==> config.mk <==
export PLATFORM = sky130hd
export DESIGN_NAME = lld_dma_top
export DESIGN_NICKNAME = d
export VERILOG_FILES = /design/src/rtl/lld_pkg.sv /design/src/rtl/lld_regs.sv /design/src/rtl/lld_desc_store.sv /design/src/rtl/lld_seq.sv /design/src/rtl/lld_dma_top.sv
export SDC_FILE = /design/constraint.sdc
export NUM_CORES = 1
export LEC_CHECK = 0
export CORE_UTILIZATION = 49
export CTS_CLUSTER_SIZE = 30
export DETAILED_ROUTE_END_ITERATION = 6
export GPL_TIMING_DRIVEN = 1
export PLACE_DENSITY = 0.74
export SYNTH_ARGS = -nofsm -noshare
export SYNTH_HDL_FRONTEND = slang
export SYNTH_SLANG_ARGS = --single-unit
export TNS_END_PERCENT = 50
==> constraint.sdc <==
create_clock -name clk -period 3.2 [get_ports clk]
set_input_delay 0.32 -clock clk [delete_from_list [all_inputs] [get_ports clk]]
set_output_delay 0.32 -clock clk [all_outputs]
set_load 0.05 [all_outputs]
==> src/rtl/lld_pkg.sv <==
// Package: shared constants and the sequencer state type for the descriptor mover.
// Assumes 32-bit words and byte addressing with 4-byte word stride.
package lld_pkg;
    localparam int DW          = 32;
    localparam int DESC_WORDS  = 5;
    localparam int IDX_SRC     = 0;
    localparam int IDX_DST     = 1;
    localparam int IDX_NXT     = 2;
    localparam int IDX_CA      = 3;
    localparam int IDX_CB      = 4;
    localparam int CA_DONE_BIT = 31;
    localparam int CB_LAST_BIT = 0;

    localparam logic [2:0] RA_FIRST = 3'd0;
    localparam logic [2:0] RA_SRC   = 3'd1;
    localparam logic [2:0] RA_CHAN  = 3'd2;
    localparam logic [2:0] RA_GLOB  = 3'd3;
    localparam logic [2:0] RA_STAT  = 3'd4;

    typedef enum logic [2:0] {
        S_IDLE  = 3'd0,
        S_FREQ  = 3'd1,
        S_FWAIT = 3'd2,
        S_SETUP = 3'd3,
        S_RREQ  = 3'd4,
        S_RWAIT = 3'd5,
        S_WREQ  = 3'd6,
        S_WB    = 3'd7
    } seq_state_t;
endpackage

==> src/rtl/lld_regs.sv <==
// Module: register file of the mover. It holds the first pointer, the initial
// source, the channel and global enables, and the clear-on-read status.
// Assumes: the sequencer pulses buf_done_i / chain_done_i for one cycle each.
// A status set in the same cycle as a clearing read wins over the clear.
module lld_regs
    import lld_pkg::*;
#(
    parameter int AW = 32
) (
    input  logic          clk,
    input  logic          rst_n,
    input  logic          reg_wr,
    input  logic          reg_rd,
    input  logic [2:0]    reg_addr,
    input  logic [DW-1:0] reg_wdata,
    output logic [DW-1:0] reg_rdata,
    input  logic          buf_done_i,
    input  logic          chain_done_i,
    output logic [AW-1:0] first_ptr_o,
    output logic [AW-1:0] src_init_o,
    output logic          start_ok_o,
    output logic          irq_buf_o,
    output logic          irq_xfer_o
);
    logic [AW-1:0] first_q, src_q;
    logic          chan_q, glob_q, buf_q, xfer_q;
    logic          stat_rd;

    assign stat_rd = reg_rd && (reg_addr == RA_STAT);

    // Configuration registers written by software.
    always_ff @(posedge clk) begin
        if (!rst_n) begin
            first_q <= '0;
            src_q   <= '0;
            glob_q  <= 1'b0;
        end else if (reg_wr) begin
            if (reg_addr == RA_FIRST) first_q <= reg_wdata[AW-1:0];
            if (reg_addr == RA_SRC)   src_q   <= reg_wdata[AW-1:0];
            if (reg_addr == RA_GLOB)  glob_q  <= reg_wdata[0];
        end
    end

    // Channel enable: software sets it; the end of the chain clears it.
    always_ff @(posedge clk) begin
        if (!rst_n)
            chan_q <= 1'b0;
        else if (chain_done_i)
            chan_q <= 1'b0;
        else if (reg_wr && reg_addr == RA_CHAN)
            chan_q <= reg_wdata[0];
    end

    // Status bits: set by completion pulses, cleared by a status read.
    always_ff @(posedge clk) begin
        if (!rst_n) begin
            buf_q  <= 1'b0;
            xfer_q <= 1'b0;
        end else begin
            buf_q  <= buf_done_i   | (buf_q  & ~stat_rd);
            xfer_q <= chain_done_i | (xfer_q & ~stat_rd);
        end
    end

    // Read multiplexer.
    always_comb begin
        reg_rdata = '0;
        case (reg_addr)
            RA_FIRST: reg_rdata[AW-1:0] = first_q;
            RA_SRC:   reg_rdata[AW-1:0] = src_q;
            RA_CHAN:  reg_rdata[0]      = chan_q;
            RA_GLOB:  reg_rdata[0]      = glob_q;
            RA_STAT:  reg_rdata[1:0]    = {xfer_q, buf_q};
            default:  reg_rdata         = '0;
        endcase
    end

    assign first_ptr_o = first_q;
    assign src_init_o  = src_q;
    assign start_ok_o  = chan_q & glob_q;
    assign irq_buf_o   = buf_q;
    assign irq_xfer_o  = xfer_q;

    p_read_clears_r9: assert property (@(posedge clk) disable iff (!rst_n)
        (stat_rd && !buf_done_i && !chain_done_i) |=> (!buf_q && !xfer_q));
    p_chan_off_r8: assert property (@(posedge clk) disable iff (!rst_n)
        $rose(xfer_q) |-> !chan_q);
endmodule

==> src/rtl/lld_desc_store.sv <==
// Module: holds the descriptor words as they arrive from memory.
// Assumes: one word is written per strobe, at index wr_idx. The source word is
// never kept, because the engine ignores it; its slot reads as zero.
module lld_desc_store
    import lld_pkg::*;
(
    input  logic                            clk,
    input  logic                            rst_n,
    input  logic                            wr_en,
    input  logic [2:0]                      wr_idx,
    input  logic [DW-1:0]                   wr_data,
    output logic [DESC_WORDS-1:0][DW-1:0]   words_o
);
    for (genvar i = 0; i < DESC_WORDS; i++) begin : g_word
        if (i == IDX_SRC) begin : g_drop
            assign words_o[i] = '0;
        end else begin : g_keep
            // Capture word i when it is the one being fetched.
            always_ff @(posedge clk) begin
                if (!rst_n)
                    words_o[i] <= '0;
                else if (wr_en && wr_idx == 3'(i))
                    words_o[i] <= wr_data;
            end
        end
    end
endmodule

==> src/rtl/lld_seq.sv <==
// Module: the chain walker. It fetches a descriptor, moves the buffer word by
// word, writes back control A, then follows the chain or stops.
// Assumes: mem_ready accepts the request in the cycle it is high. Read data
// returns with mem_rvalid in a later cycle. Only one request is in flight.
module lld_seq
    import lld_pkg::*;
#(
    parameter int AW     = 32,
    parameter int SIZE_W = 16
) (
    input  logic                          clk,
    input  logic                          rst_n,
    input  logic                          start_ok,
    input  logic [AW-1:0]                 first_ptr,
    input  logic [AW-1:0]                 src_init,
    output logic                          mem_req,
    output logic                          mem_we,
    output logic [AW-1:0]                 mem_addr,
    output logic [DW-1:0]                 mem_wdata,
    input  logic                          mem_ready,
    input  logic                          mem_rvalid,
    input  logic [DW-1:0]                 mem_rdata,
    output logic                          desc_we,
    output logic [2:0]                    desc_idx,
    input  logic [DESC_WORDS-1:0][DW-1:0] desc,
    output logic                          buf_done,
    output logic                          chain_done
);
    localparam int          MID_W = CA_DONE_BIT - SIZE_W;
    localparam logic [2:0]  LAST_IDX = 3'(DESC_WORDS - 1);

    seq_state_t        state;
    logic [AW-1:0]     ptr, src, dst;
    logic [2:0]        idx;
    logic [SIZE_W-1:0] cnt, size, cnt_nxt;
    logic [DW-1:0]     dbuf;
    logic              is_last;
    logic              unused_bits;

    assign size    = desc[IDX_CA][SIZE_W-1:0];
    assign is_last = desc[IDX_CB][CB_LAST_BIT];
    assign cnt_nxt = cnt + 1'b1;
    assign unused_bits = ^{desc[IDX_SRC], desc[IDX_CB], desc[IDX_NXT][1:0],
                           desc[IDX_CA][CA_DONE_BIT], first_ptr[1:0], src_init[1:0]};

    // State, pointers and counters of the walk.
    always_ff @(posedge clk) begin
        if (!rst_n) begin
            state <= S_IDLE;
            ptr   <= '0;
            src   <= '0;
            dst   <= '0;
            idx   <= '0;
            cnt   <= '0;
            dbuf  <= '0;
        end else begin
            case (state)
                S_IDLE: if (start_ok) begin
                    ptr   <= {first_ptr[AW-1:2], 2'b00};
                    idx   <= '0;
                    state <= S_FREQ;
                end
                S_FREQ: if (mem_ready) state <= S_FWAIT;
                S_FWAIT: if (mem_rvalid) begin
                    if (idx == LAST_IDX) begin
                        state <= S_SETUP;
                    end else begin
                        idx   <= idx + 3'd1;
                        state <= S_FREQ;
                    end
                end
                S_SETUP: begin
                    src   <= {src_init[AW-1:2], 2'b00};
                    dst   <= {desc[IDX_DST][AW-1:2], 2'b00};
                    cnt   <= '0;
                    state <= (size == '0) ? S_WB : S_RREQ;
                end
                S_RREQ: if (mem_ready) state <= S_RWAIT;
                S_RWAIT: if (mem_rvalid) begin
                    dbuf  <= mem_rdata;
                    state <= S_WREQ;
                end
                S_WREQ: if (mem_ready) begin
                    cnt   <= cnt_nxt;
                    src   <= src + AW'(4);
                    dst   <= dst + AW'(4);
                    state <= (cnt_nxt == size) ? S_WB : S_RREQ;
                end
                S_WB: if (mem_ready) begin
                    if (is_last) begin
                        state <= S_IDLE;
                    end else begin
                        ptr   <= {desc[IDX_NXT][AW-1:2], 2'b00};
                        idx   <= '0;
                        state <= S_FREQ;
                    end
                end
                default: state <= S_IDLE;
            endcase
        end
    end

    // Memory request decode from the current state.
    always_comb begin
        mem_req   = 1'b0;
        mem_we    = 1'b0;
        mem_addr  = '0;
        mem_wdata = '0;
        case (state)
            S_FREQ: begin
                mem_req  = 1'b1;
                mem_addr = ptr + {{(AW-5){1'b0}}, idx, 2'b00};
            end
            S_RREQ: begin
                mem_req  = 1'b1;
                mem_addr = src;
            end
            S_WREQ: begin
                mem_req   = 1'b1;
                mem_we    = 1'b1;
                mem_addr  = dst;
                mem_wdata = dbuf;
            end
            S_WB: begin
                mem_req   = 1'b1;
                mem_we    = 1'b1;
                mem_addr  = ptr + AW'(4 * IDX_CA);
                mem_wdata = {1'b1, desc[IDX_CA][CA_DONE_BIT-1 -: MID_W], cnt};
            end
            default: ;
        endcase
    end

    assign desc_we    = (state == S_FWAIT) && mem_rvalid;
    assign desc_idx   = idx;
    assign buf_done   = (state == S_WB) && mem_ready;
    assign chain_done = buf_done && is_last;

    p_req_hold_r11: assert property (@(posedge clk) disable iff (!rst_n)
        (mem_req && !mem_ready) |=> (mem_req && $stable(mem_addr) &&
                                     $stable(mem_we) && $stable(mem_wdata)));
    p_idle_gate_r7: assert property (@(posedge clk) disable iff (!rst_n)
        (state == S_IDLE && !start_ok) |=> (state == S_IDLE));
    p_wb_count_r4: assert property (@(posedge clk) disable iff (!rst_n)
        (state == S_WB) |-> (cnt == size));
    p_aligned_r10: assert property (@(posedge clk) disable iff (!rst_n)
        mem_req |-> (mem_addr[1:0] == 2'b00));
endmodule

==> src/rtl/lld_dma_top.sv <==
// Module: top of the descriptor-chained buffer mover. It wires the register
// file, the descriptor store and the chain walker together.
// Assumes: a single-master memory with a valid/ready request handshake and a
// separate read-data valid strobe.
module lld_dma_top
    import lld_pkg::*;
#(
    parameter int AW     = 32,
    parameter int SIZE_W = 16
) (
    input  logic          clk,
    input  logic          rst_n,
    input  logic          reg_wr,
    input  logic          reg_rd,
    input  logic [2:0]    reg_addr,
    input  logic [31:0]   reg_wdata,
    output logic [31:0]   reg_rdata,
    output logic          mem_req,
    output logic          mem_we,
    output logic [AW-1:0] mem_addr,
    output logic [31:0]   mem_wdata,
    input  logic          mem_ready,
    input  logic          mem_rvalid,
    input  logic [31:0]   mem_rdata,
    output logic          irq_buf,
    output logic          irq_xfer
);
    logic [AW-1:0]                 first_ptr, src_init;
    logic                          start_ok, buf_done, chain_done, desc_we;
    logic [2:0]                    desc_idx;
    logic [DESC_WORDS-1:0][DW-1:0] desc;

    lld_regs #(.AW(AW)) u_regs (
        .clk          (clk),
        .rst_n        (rst_n),
        .reg_wr       (reg_wr),
        .reg_rd       (reg_rd),
        .reg_addr     (reg_addr),
        .reg_wdata    (reg_wdata),
        .reg_rdata    (reg_rdata),
        .buf_done_i   (buf_done),
        .chain_done_i (chain_done),
        .first_ptr_o  (first_ptr),
        .src_init_o   (src_init),
        .start_ok_o   (start_ok),
        .irq_buf_o    (irq_buf),
        .irq_xfer_o   (irq_xfer)
    );

    lld_desc_store u_desc (
        .clk     (clk),
        .rst_n   (rst_n),
        .wr_en   (desc_we),
        .wr_idx  (desc_idx),
        .wr_data (mem_rdata),
        .words_o (desc)
    );

    lld_seq #(.AW(AW), .SIZE_W(SIZE_W)) u_seq (
        .clk        (clk),
        .rst_n      (rst_n),
        .start_ok   (start_ok),
        .first_ptr  (first_ptr),
        .src_init   (src_init),
        .mem_req    (mem_req),
        .mem_we     (mem_we),
        .mem_addr   (mem_addr),
        .mem_wdata  (mem_wdata),
        .mem_ready  (mem_ready),
        .mem_rvalid (mem_rvalid),
        .mem_rdata  (mem_rdata),
        .desc_we    (desc_we),
        .desc_idx   (desc_idx),
        .desc       (desc),
        .buf_done   (buf_done),
        .chain_done (chain_done)
    );

    p_xfer_buf_r8: assert property (@(posedge clk) disable iff (!rst_n)
        $rose(irq_xfer) |-> irq_buf);
endmodule

==> results.yml <==
worst_setup_path:
  worst_path_max_delay_cell: "fa_2"
  crit_path_cell_trace: "nand3_4 > nand2_4 > ha_4 > fa_2 > a21oi_4 > nor4_4 > buf_4 > nand3_2 > mux2i_2 > a21oi_2 > o21ai_2 > buf_12"
  path_class: "register to output port"
  critPathMaxFanout: 5
  slowest_delay_ns: 0.38
  worstPathRequired_ns: 2.88
  crit_family: "compound AO/OA/AOI/OAI gates"
  setup.worst_path.start_class: "register"
  crit_arrival_ns: 2.92
  critical_path_buf_inv_count: 2
  cp-end-kind: "output port"
route:
  vias: 16000
  initialDrtViolationCount: 1756
  routedWlPerCell_um: 21.0
  wirelength_um: 54400
  antenna_left: 0
  viasPerCell: 6.19
  dr.pass1.iters: 6
  post-route-drc-count: 0
placement:
  dp_hpwl_um: 38800
  postPlaceCellArea_um2: 18500
  gp_congestion: 0.964
  port_buffers: 170
  post-place-ws_ns: 0.0679
global_routing:
  grt_pass1_wl_um: 83700
  grtUsageTotal: 0.324
  grt_max_degree: 87
  gr-total-overflow: 0
  grt_pass1_vias: 15100
  antenna_found_initial: 0
power:
  power_density_nw_per_um2: 451
  leakage_nw: 6.68
  vdd_drop_max_mv: 0.346
run_status:
  status: "finished, violations left"
  violations: "negative setup slack"
logic_synthesis:
  synthDistinctLibCells: 75
  avgSynthCellArea_um2: 7.55
  ys_warn_count: 0
  synth_cells: 2065
  ys_seq_area_frac: 0.390
  yosys_register_bits: 304
  ys_async_sr_fraction: 0
  post_synth_instance_area_um2: 15600
  ys.flop_type: "dfxtp_1"
  synth_edf_count: 0
timing:
  worst_slack_ns: -0.0386
  setup_viol: 2
  slew_viol_final: 0
  fmax_ghz: 0.309
  tightestPinTransition_ns: 0.896
  relSlewSlack: 0.403
  worst_clock_skew_ns: 0.0244
  period_needed_ns: 3.24
  rsz0062_at_grt: "yes"
  hold_viol_final: 0
  post-route-period-util: 1.01
die:
  rows: 64
  die-area_um2: 32500
  start_util: 0.503
  ios: 173
  die_x_um: 180
  dieHeight_um: 180
  core-area_um2: 31000
final_layout:
  n_fill_cell: 2638
  postLayoutCellArea_um2: 19900
  fin_nets: 2257
  area_growth_pct: 27.9
  drive_gt1_frac: 0.143
  multiInputGateArea_um2: 9040
  seq_area_um2: 6100
  antennaDiodeCount: 0
clock_tree:
  cts_tree: "built"
  cts.htree.levels: 2
  path_clk_slew_ns: 0.06
  cts_buffers: 34
  clock_sinks: 304
  insertion_delay_ns: 0.52
  cts_hold_buf: 0
  cts_max_path_buffers: 3
  cts.root.buffer_cell: "clkbuf_16"
job:
  drv_cap: 0
min_path:
  hold_class: "primary input to register"
==> stage by stage <==
step           hold WS [ns]  total power [mW]  std cells  utilization  TNS, ns
2_1_floorplan         0.432              4.72       2066            -   -0.616
3_3_place_gp          0.440              5.13       2519        0.598        0
4_1_cts               0.378              8.99       2589        0.640   -0.107
5_1_grt               0.407              9.29       2591        0.644   -0.724
6_report              0.390              9.00       2591        0.644  -0.0648
3_5_place_dp          0.444              5.14       2519        0.598        0
==> layout make-up <==
| type | instances | area share |
|---|---|---|
| clock buffers | 55 | 0.0542 |
| clock inverters | 4 | 0.00132 |
| inverters | 24 | 0.00496 |
| multi-input cells | 1567 | 0.453 |
| flip-flops and latches | 304 | 0.306 |
| well taps | 396 | 0.0248 |
| repair buffers | 241 | 0.156 |
==> worst paths after layout <==
path	from	endpoint	slack, ns	depth (start not counted)
worst max-delay path	u_seq.state[1]	mem_addr[16]	-0.04	12
worst min-delay path	reg_wdata[2]	u_regs.first_ptr_o[2]	0.39	3
worst max register to register	u_seq.state[2]	u_seq.dst[28]	0.44	10
worst min register to register	u_seq.dbuf[11]	u_seq.dbuf[11]	0.45	2
==> metal layers <==
layer  global-route usage  share of wire
met3               0.0489          0.077
met1                0.415           0.41
met2                0.525           0.46
met5                    0              0
met4                0.175          0.057
==> kinds of logic after synthesis <==
group,count (synthesis),share of synthesized area
adders and majority gates,12,0.0101
muxes,83,0.0542
buffers and inverters,195,0.0521
other,1,0.000240
AOI/OAI and AO/OA,562,0.220
DFF,304,0.390
and+or+nand+nor,860,0.246
xor gates and xnor gates,48,0.0270
==> cells in the final DEF (no fill, tap or decap), types with 28 or more instances in the layout <==
cell	synthesis	routed
nor3_1	30	28
nand3_1	53	49
a22o_1	32	32
a211oi_1	40	39
xnor2_1	36	35
a21oi_1	277	274
o21ai_0	76	65
clkdlybuf4s50_1	0	76
clkbuf_16	0	35
mux2i_1	80	79
nand2_1	473	469
buf_12	0	88
buf_4	4	76
dfxtp_1	304	298
nor2_1	173	173
==> what timing repair did <==
action	in CTS	in global routing
gates resized for setup	25	22
setup buffers	11	2
pin swaps	10	9
endpoints found under the setup margin	27	25
==> worst reg2reg max path, stage by stage, from the launching register on <==
cell and delay (ns):
dfxtp_4 0.37, buf_4 0.13, buf_4 0.28, inv_1 0.09, buf_4 0.21, nor3_1 0.41
o21a_2 0.48, buf_12 0.26, and3_1 0.21, a21oi_1 0.04, o221ai_1 0.18
==> state kept, by name, indices dropped and copies added (netlist names) <==
name	flops
u_desc.words_o	92
u_regs.chan_q	1
u_regs.first_ptr_o	32
u_regs.glob_q	1
u_regs.irq_buf_o	1
u_regs.irq_xfer_o	1
u_regs.src_init_o	32
u_seq.cnt	16
u_seq.dbuf	32
u_seq.desc_idx	3
u_seq.dst	30
u_seq.ptr	30
u_seq.src	30
u_seq.state	3
==> synthesized netlist by cell type, drive strengths merged, types with 3 or more instances <==
cell type	number	area (um2)
nor3	33	180
o31ai	9	67.6
a211oi	41	313
nand4	29	221
nand3	55	285
or2	4	25.0
o22ai	28	188
nor4b	3	26.3
a31oi	19	119
xnor2	36	315
o221ai	3	26.3
a22o	32	280
clkbuf	111	418
nand2	473	1780
and3	24	150
nor4	17	170
a21o	6	45.0
nor3b	4	30.0
dfxtp	304	6090
mux2i	80	801
a21oi	277	1390
o311a	3	30.0
o221a	13	146
or3	6	37.5
o21a	5	37.5
and2	13	81.3
a41oi	5	43.8
a311oi	6	52.6
inv	23	86.3
a22oi	16	120
nand3b	7	52.6
xor2	12	105
a32oi	4	35.0
ha	11	138
and4	10	87.6
o21ai	78	390
buf	60	304
nor2	175	662
==> where the power goes <==
part | internal, mW | switching [mW] | total, mW
Sequential | 3.90 | 0.172 | 4.07
Combinational | 0.419 | 0.650 | 1.07
Clock | 2.30 | 1.55 | 3.86
Total | 6.63 | 2.38 | 9.00
Note: power is estimated with default switching activity, not from simulation.
